==> config.mk <==
export PLATFORM = sky130hd
export DESIGN_NAME = still_disp_addr
export DESIGN_NICKNAME = d
export VERILOG_FILES = /design/src/rtl/still_disp_pkg.sv /design/src/rtl/still_disp_shadow.sv /design/src/rtl/still_disp_line_ctr.sv /design/src/rtl/still_disp_addr_calc.sv /design/src/rtl/still_disp_dec_gate.sv /design/src/rtl/still_disp_addr.sv
export SDC_FILE = /design/constraint.sdc
export NUM_CORES = 1
export LEC_CHECK = 0
export BUFFER_PORTS_ARGS = -buffer_cell sky130_fd_sc_hd__buf_2
export CORE_AREA = 2 2 173 175
export DETAILED_ROUTE_END_ITERATION = 8
export DIE_AREA = 0 0 175 177
export GPL_TIMING_DRIVEN = 0
export PLACE_DENSITY_LB_ADDON = 0.05
export SLEW_MARGIN = 20
export SYNTH_ARGS = -nofsm -noshare
export SYNTH_HDL_FRONTEND = slang
export SYNTH_HIERARCHICAL = 1
export SYNTH_SLANG_ARGS = --single-unit
==> constraint.sdc <==
create_clock -name clk -period 8.7 [get_ports clk]
set_input_delay 0 -clock clk [delete_from_list [all_inputs] [get_ports clk]]
set_output_delay 0 -clock clk [all_outputs]
set_load 0.05 [all_outputs]
==> src/rtl/still_disp_pkg.sv <==
package still_disp_pkg;
   // Display override presentation mode.
   typedef enum logic {
      SD_FRAME = 1'b0,   // interleave both stored fields
      SD_FIELD = 1'b1    // repeat one stored field in both display fields
   } sd_mode_e;

   // Width unit is 8 pixels -> shift by 3 to get bytes.
   localparam int unsigned SD_UNIT_SHIFT = 3;

   // Source parity for the stored frame.
   function automatic logic sd_src_parity(input logic ovr,
                                          input sd_mode_e mode,
                                          input logic top_first,
                                          input logic disp_par);
      logic first_par;
      first_par = ~top_first;
      if (!ovr)
         return disp_par;
      else if (mode == SD_FIELD)
         return first_par;
      else
         return disp_par ^ first_par;
   endfunction
endpackage

==> src/rtl/still_disp_shadow.sv <==
module still_disp_shadow
   import still_disp_pkg::*;
#(
   parameter int unsigned ADDR_W   = 24,
   parameter int unsigned WIDTH_W  = 8,
   parameter int unsigned READS_W  = 8,
   localparam int unsigned STRIDE_W = WIDTH_W + SD_UNIT_SHIFT
)(
   input  logic                clk,
   input  logic                rst_n,
   input  logic                field_start,
   input  logic                field_par,
   input  logic                ovr_en,
   input  logic                field_mode,
   input  logic                top_first,
   input  logic [ADDR_W-1:0]   ovr_luma_base,
   input  logic [ADDR_W-1:0]   ovr_chroma_base,
   input  logic [WIDTH_W-1:0]  pic_width,
   input  logic [READS_W-1:0]  reads_per_line,
   input  logic [ADDR_W-1:0]   dec_luma_base,
   input  logic [ADDR_W-1:0]   dec_chroma_base,
   output logic [ADDR_W-1:0]   sh_luma_base,
   output logic [ADDR_W-1:0]   sh_chroma_base,
   output logic [STRIDE_W-1:0] sh_stride,
   output logic [READS_W-1:0]  sh_reads,
   output logic                sh_parity
);
   logic [WIDTH_W-1:0] width_eff;
   logic               parity_nxt;
   sd_mode_e           mode_in;

   assign mode_in    = sd_mode_e'(field_mode);
   assign width_eff  = (pic_width == '0) ? WIDTH_W'(1) : pic_width;
   assign parity_nxt = sd_src_parity(ovr_en, mode_in, top_first, field_par);

   always_ff @(posedge clk or negedge rst_n) begin
      if (!rst_n) begin
         sh_luma_base   <= '0;
         sh_chroma_base <= '0;
         sh_stride      <= '0;
         sh_reads       <= '0;
         sh_parity      <= 1'b0;
      end else if (field_start) begin
         sh_luma_base   <= ovr_en ? ovr_luma_base   : dec_luma_base;
         sh_chroma_base <= ovr_en ? ovr_chroma_base : dec_chroma_base;
         sh_stride      <= {width_eff, {SD_UNIT_SHIFT{1'b0}}};
         sh_reads       <= reads_per_line;
         sh_parity      <= parity_nxt;
      end
   end
endmodule

==> src/rtl/still_disp_line_ctr.sv <==
module still_disp_line_ctr #(
   parameter int unsigned LINE_W = 10
)(
   input  logic              clk,
   input  logic              rst_n,
   input  logic              field_start,
   input  logic              line_start,
   output logic [LINE_W-1:0] line_idx,
   output logic              line_go
);
   // A field strobe wins over a coincident line strobe.
   assign line_go = line_start & ~field_start;

   always_ff @(posedge clk or negedge rst_n) begin
      if (!rst_n)
         line_idx <= '0;
      else if (field_start)
         line_idx <= '0;
      else if (line_start)
         line_idx <= line_idx + LINE_W'(1);
   end
endmodule

==> src/rtl/still_disp_addr_calc.sv <==
module still_disp_addr_calc #(
   parameter int unsigned ADDR_W     = 24,
   parameter int unsigned STRIDE_W   = 11,
   parameter int unsigned READS_W    = 8,
   parameter int unsigned LINE_W     = 10,
   parameter bit          CHROMA_420 = 1'b1,
   localparam int unsigned ROW_W     = LINE_W + 1,
   localparam int unsigned PROD_W    = ROW_W + STRIDE_W
)(
   input  logic                clk,
   input  logic                rst_n,
   input  logic                line_go,
   input  logic [LINE_W-1:0]   line_idx,
   input  logic                parity,
   input  logic [STRIDE_W-1:0] stride,
   input  logic [ADDR_W-1:0]   luma_base,
   input  logic [ADDR_W-1:0]   chroma_base,
   input  logic [READS_W-1:0]  reads,
   output logic [ADDR_W-1:0]   luma_addr,
   output logic [ADDR_W-1:0]   chroma_addr,
   output logic [READS_W-1:0]  line_reads,
   output logic                addr_valid
);
   logic [ROW_W-1:0]  luma_row;
   logic [ROW_W-1:0]  chroma_row;
   logic [PROD_W-1:0] luma_off;
   logic [PROD_W-1:0] chroma_off;

   // Frame row of this field line: 2k + p.
   assign luma_row = {line_idx, parity};

   generate
      if (CHROMA_420) begin : g_c420
         // One chroma line per two luma lines in the field.
         assign chroma_row = {1'b0, line_idx[LINE_W-1:1], parity};
      end else begin : g_c422
         assign chroma_row = {line_idx, parity};
      end
   endgenerate

   assign luma_off   = PROD_W'(luma_row)   * PROD_W'(stride);
   assign chroma_off = PROD_W'(chroma_row) * PROD_W'(stride);

   always_ff @(posedge clk or negedge rst_n) begin
      if (!rst_n) begin
         luma_addr   <= '0;
         chroma_addr <= '0;
         line_reads  <= '0;
         addr_valid  <= 1'b0;
      end else begin
         addr_valid <= line_go;
         if (line_go) begin
            luma_addr   <= luma_base   + ADDR_W'(luma_off);
            chroma_addr <= chroma_base + ADDR_W'(chroma_off);
            line_reads  <= reads;
         end
      end
   end
endmodule

==> src/rtl/still_disp_dec_gate.sv <==
module still_disp_dec_gate (
   input  logic clk,
   input  logic rst_n,
   input  logic field_start,
   input  logic dec_started,
   input  logic freeze,
   output logic dec_req
);
   always_ff @(posedge clk or negedge rst_n) begin
      if (!rst_n)
         dec_req <= 1'b0;
      else
         dec_req <= field_start & dec_started & ~freeze;
   end
endmodule

==> src/rtl/still_disp_addr.sv <==
module still_disp_addr
   import still_disp_pkg::*;
#(
   parameter int unsigned ADDR_W     = 24,
   parameter int unsigned WIDTH_W    = 8,
   parameter int unsigned READS_W    = 8,
   parameter int unsigned LINE_W     = 10,
   parameter bit          CHROMA_420 = 1'b1
)(
   input  logic               clk,
   input  logic               rst_n,
   input  logic               field_start,
   input  logic               line_start,
   input  logic               field_par,
   input  logic               ovr_en,
   input  logic               field_mode,
   input  logic               top_first,
   input  logic [ADDR_W-1:0]  ovr_luma_base,
   input  logic [ADDR_W-1:0]  ovr_chroma_base,
   input  logic [WIDTH_W-1:0] pic_width,
   input  logic [READS_W-1:0] reads_per_line,
   input  logic [ADDR_W-1:0]  dec_luma_base,
   input  logic [ADDR_W-1:0]  dec_chroma_base,
   input  logic               dec_started,
   input  logic               freeze,
   output logic [ADDR_W-1:0]  luma_addr,
   output logic [ADDR_W-1:0]  chroma_addr,
   output logic [READS_W-1:0] line_reads,
   output logic               addr_valid,
   output logic               dec_req
);
   localparam int unsigned STRIDE_W = WIDTH_W + SD_UNIT_SHIFT;
   localparam int unsigned PROD_W   = LINE_W + 1 + STRIDE_W;

   generate
      if (ADDR_W < PROD_W) begin : g_bad_addr_w
         $error("still_disp_addr: ADDR_W too narrow for LINE_W and WIDTH_W");
      end
      if (WIDTH_W < 1 || READS_W < 1 || LINE_W < 2) begin : g_bad_widths
         $error("still_disp_addr: WIDTH_W, READS_W must be >=1, LINE_W >=2");
      end
   endgenerate

   logic [ADDR_W-1:0]   sh_luma_base;
   logic [ADDR_W-1:0]   sh_chroma_base;
   logic [STRIDE_W-1:0] sh_stride;
   logic [READS_W-1:0]  sh_reads;
   logic                sh_parity;
   logic [LINE_W-1:0]   line_idx;
   logic                line_go;

   still_disp_shadow #(
      .ADDR_W  (ADDR_W),
      .WIDTH_W (WIDTH_W),
      .READS_W (READS_W)
   ) u_shadow (
      .clk             (clk),
      .rst_n           (rst_n),
      .field_start     (field_start),
      .field_par       (field_par),
      .ovr_en          (ovr_en),
      .field_mode      (field_mode),
      .top_first       (top_first),
      .ovr_luma_base   (ovr_luma_base),
      .ovr_chroma_base (ovr_chroma_base),
      .pic_width       (pic_width),
      .reads_per_line  (reads_per_line),
      .dec_luma_base   (dec_luma_base),
      .dec_chroma_base (dec_chroma_base),
      .sh_luma_base    (sh_luma_base),
      .sh_chroma_base  (sh_chroma_base),
      .sh_stride       (sh_stride),
      .sh_reads        (sh_reads),
      .sh_parity       (sh_parity)
   );

   still_disp_line_ctr #(
      .LINE_W (LINE_W)
   ) u_line_ctr (
      .clk         (clk),
      .rst_n       (rst_n),
      .field_start (field_start),
      .line_start  (line_start),
      .line_idx    (line_idx),
      .line_go     (line_go)
   );

   still_disp_addr_calc #(
      .ADDR_W     (ADDR_W),
      .STRIDE_W   (STRIDE_W),
      .READS_W    (READS_W),
      .LINE_W     (LINE_W),
      .CHROMA_420 (CHROMA_420)
   ) u_addr_calc (
      .clk         (clk),
      .rst_n       (rst_n),
      .line_go     (line_go),
      .line_idx    (line_idx),
      .parity      (sh_parity),
      .stride      (sh_stride),
      .luma_base   (sh_luma_base),
      .chroma_base (sh_chroma_base),
      .reads       (sh_reads),
      .luma_addr   (luma_addr),
      .chroma_addr (chroma_addr),
      .line_reads  (line_reads),
      .addr_valid  (addr_valid)
   );

   still_disp_dec_gate u_dec_gate (
      .clk         (clk),
      .rst_n       (rst_n),
      .field_start (field_start),
      .dec_started (dec_started),
      .freeze      (freeze),
      .dec_req     (dec_req)
   );
endmodule

==> flow_metrics.py <==
metrics = {
    "routing": {
        "drc": 0,
        "dr.pass1.iters": 5,
        "ant_nets": 0,
        "wirelength_mm": 39.05,
        "wire_per_inst_um": 17.68,
        "drtIter0Drc": 695,
        "dr_total_vias": 11290,
        "routed_via_density": 5.110,
    },
    "synthesis": {
        "netlist_top_cells_area": "fa_1 (26%), dfrtp_1 (23%), ha_1 (11%)",
        "async_flop_share_pct": 100.0,
        "synth_common_cells": "inv_1 (325), fa_1 (184), dfrtp_1 (133)",
        "yosysSeqAreaShare_pct": 23.29,
        "synth_edf_count": 0,
        "synth_cell_type_count": 72,
        "yosysTopAreaCell": "fa_1",
        "synth_flop_cell": "dfrtp_1",
        "ys_ff_latch": 133,
        "synth.avg_cell_area_um2": 9.605,
        "syn_area_mm2": 0.01429,
        "synth_warnings": 6,
        "yosysMostFrequentCell": "inv_1",
        "yosys.area.top_type_share_pct": 25.77,
        "syn_inst": 1488,
    },
    "clock_tree": {
        "h-tree-depth": 4,
        "clock_latency_ns": 0.43,
        "postCtsSetupRepairBufs": 0,
        "cts.path.max_buffers": 2,
        "cts-root-buf": "clkbuf_16",
        "clk_pin_slew_ns": 0.06,
        "post_cts_resized": 0,
        "cts_made_buffers": 17,
        "clock-sinks": 133,
        "cts_tree": "built",
        "cts_hold_buf": 120,
    },
    "sta": {
        "slew_violations": 0,
        "fmax_ghz": 0.1600,
        "clock-skew-final_ns": 0.009073,
        "fin_crit_sh_pct": 71.82,
        "finalCriticalPeriod_ns": 6.248,
        "worst_slew_margin_rel_pct": 36.29,
        "rsz0062_at_grt": "no",
        "worstMarginPinSlew_ns": 0.9557,
        "hold_viol": 0,
        "setup_tns_ns": 0,
        "setup_ws_ns": 2.452,
        "setup_viol": 0,
    },
    "power": {
        "powerDensity_mw_per_mm2": 165.0,
        "swShare_pct": 42.97,
        "p_int_mw": 1.645,
        "vdd_drop_max_uv": 132.1,
        "pwr-share-seq_pct": 28.4,
        "clock_power_share_pct": 25.3,
        "leakage_nw": 9.205,
        "combPwrFrac_pct": 46.4,
        "p_switching_mw": 1.240,
    },
    "placement": {
        "pre_cts_slack_ns": 2.525,
        "dp_hpwl_mm": 31.36,
        "gp_congestion": 0.8868,
        "port_buffers": 177,
    },
    "grt": {
        "gr-total-overflow": 0,
        "antenna_found_initial": 0,
        "grt_max_degree": 70,
        "track_usage_pct": 26.97,
        "grt_pass1_vias": 12130,
        "grt_pass1_wl_mm": 63.40,
    },
    "final_layout": {
        "utilization_pct": 59.79,
        "syn_to_final_growth_pct": 22.34,
        "antenna_cells": 0,
        "final_nets": 2234,
        "multi_input_area_mm2": 0.009380,
        "n_fill_cell": 2561,
        "drive_gt1_share_pct": 16.55,
        "seqCellArea_mm2": 0.003328,
    },
    "setup_path": {
        "crit_path_end_kind": "flop",
        "critPathSlowestCell": "a211oi_1",
        "r2r_slack_ns": 2.45,
        "worstSetupPathType": "reg -> reg",
        "critPathArrivalTime_ns": 6.57,
        "worst_ep_required_time_ns": 9.02,
        "start_kind": "flop",
        "path_cells": "clkbuf_1, and2_1, inv_1, fa_1, inv_1, fa_1, fa_1, fa_1, inv_1, fa_1, inv_1, ha_1, a21oi_1, o21ai_1, o2bb2ai_1, a211oi_1, o21ai_0, mux2_2",
        "path_max_fanout": 10,
        "cp_common_cell": "fa_1",
        "crit_buf_inv": 5,
        "r2r-end": "u_addr_calc/chroma_addr[21]$_DFFE_PN0P_",
        "cp_top_family": "adder cells",
        "timing.rr.start": "u_line_ctr/line_idx[3]$_DFFE_PN0P_",
        "max_stage_delay_ns": 0.74,
        "r2r_cells": 18,
    },
    "floorplanning": {
        "dieArea_mm2": 0.03098,
        "top_level_ports": 180,
        "core-area_mm2": 0.02924,
        "std_cell_rows": 63,
        "die_w_um": 175,
        "die_y_um": 177,
        "initial_core_util_pct": 48.87,
    },
    "outcome": {
        "status": "finished clean",
    },
    "flow_run": {
        "cap_violations": 0,
    },
    "hold_path": {
        "hp-class": "in -> async",
    },
}
-- flip-flops by register name, summed over array words and instances (netlist names), 8 cells and up --
signal / count
u_addr_calc/chroma_addr: 24
u_shadow/sh_chroma_base: 24
u_shadow/sh_luma_base: 24
u_line_ctr/line_idx: 10
u_addr_calc/luma_addr: 24
u_shadow/sh_reads: 8
u_addr_calc/line_reads: 8
u_shadow/sh_stride: 8
-- final cells by class --
class / count / share of cell area [%]
plain buffers: 64 / 2.104
clock buffers: 20 / 2.555
clock inverters: 11 / 0.7227
inverters: 326 / 6.998
multi-input cells: 967 / 53.65
flip-flops and latches: 133 / 19.03
well taps: 390 / 2.791
repair buffers: 298 / 12.15
-- worst register-to-register path: cells and delay by family, from the launching register on --
kind                     cells  cell delay, ns
AO/OA/AOI/OAI                5            1.47
AND/OR/NAND/NOR              1            0.30
multiplexers                 1            0.31
flip-flops                   1            0.47
buffers and inverters        5            0.81
adder cells (fa/ha/maj)      6            2.77
-- through the flow --
stage	hold WS [ns]	instance area [um2]	instances	total power, mW
floorplan	-0.2956	14300	1490	1.735
global placement	0.2320	15670	2057	2.097
detailed placement	-0.03146	15710	2058	2.111
CTS	0.1080	17490	2209	2.905
global route	0.1370	17490	2209	3.076
finish	0.08997	17490	2209	2.885
-- placed cells by master, fill, tap and decap left out, types with 4 or more instances in the layout --
cell type      count
inv_1            325
buf_2            189
fa_1             184
dfrtp_1          133
nand2_1          121
ha_1             121
dlygate4sd3_1    120
a21oi_1          101
nor2_1            79
mux2i_1           51
mux2_2            50
and2_1            47
clkbuf_1          37
o21ai_0           20
clkbuf_16         17
xnor2_1           16
nand4_1           12
a21o_1            11
nor3_1            11
o31ai_1           10
nand3_1           10
o211ai_1           8
and3_1             8
nand2b_1           7
o311ai_0           7
buf_8              6
or3_1              6
xor2_1             6
a211oi_1           5
buf_6              5
o21ai_1            4
nand4b_1           4
a21boi_0           4
nor2b_1            4
buf_4              4
-- how the worst max path moves through the flow --
stage	endpoint	depth (start not counted)	slack [ns]	start
final	u_addr_calc/chroma_addr[21]$_DFFE_PN0P_	18	2.45	u_line_ctr/line_idx[3]$_DFFE_PN0P_
after global routing	u_addr_calc/chroma_addr[21]$_DFFE_PN0P_	17	2.20	u_line_ctr/line_idx[1]$_DFFE_PN0P_
after CTS	u_addr_calc/chroma_addr[21]$_DFFE_PN0P_	17	2.51	u_line_ctr/line_idx[1]$_DFFE_PN0P_
after detailed placement	u_addr_calc/chroma_addr[21]$_DFFE_PN0P_	17	2.52	u_line_ctr/line_idx[1]$_DFFE_PN0P_
after global placement	u_addr_calc/chroma_addr[21]$_DFFE_PN0P_	17	2.49	u_line_ctr/line_idx[1]$_DFFE_PN0P_
after floorplan	u_addr_calc/chroma_addr[23]$_DFFE_PN0P_	18	3.60	u_line_ctr/line_idx[4]$_DFFE_PN0P_
-- power groups by stage --
stage               Sequential [mW]  Combinational [mW]  Clock (mW)
global placement              0.829                1.27           0
finish                        0.818                1.34       0.729
floorplan                      1.12               0.618           0
CTS                           0.820                1.34       0.747
detailed placement            0.830                1.28           0
global route                  0.834                1.47       0.774
-- kinds of logic after synthesis --
kind of cell             synth area share, %
AND/OR/NAND/NOR                        11.31
flip-flops                             23.29
multiplexers                           7.511
buffers and inverters                  11.14
XOR/XNOR                               1.348
AO/OA/AOI/OAI                          9.017
adder cells (fa/ha/maj)                36.37
other                                0.02624
-- metal layers --
metal / GRT usage [%] / routed length, um / vias up
li1: - / - / 5384
met3: 3.737 / 1576 / 58
met2: 47.05 / 19190 / 315
met5: 0 / 0 / -
met4: 9.618 / 1189 / 0
met1: 34.41 / 17100 / 5530
Power figures use the tool's default switching activity.
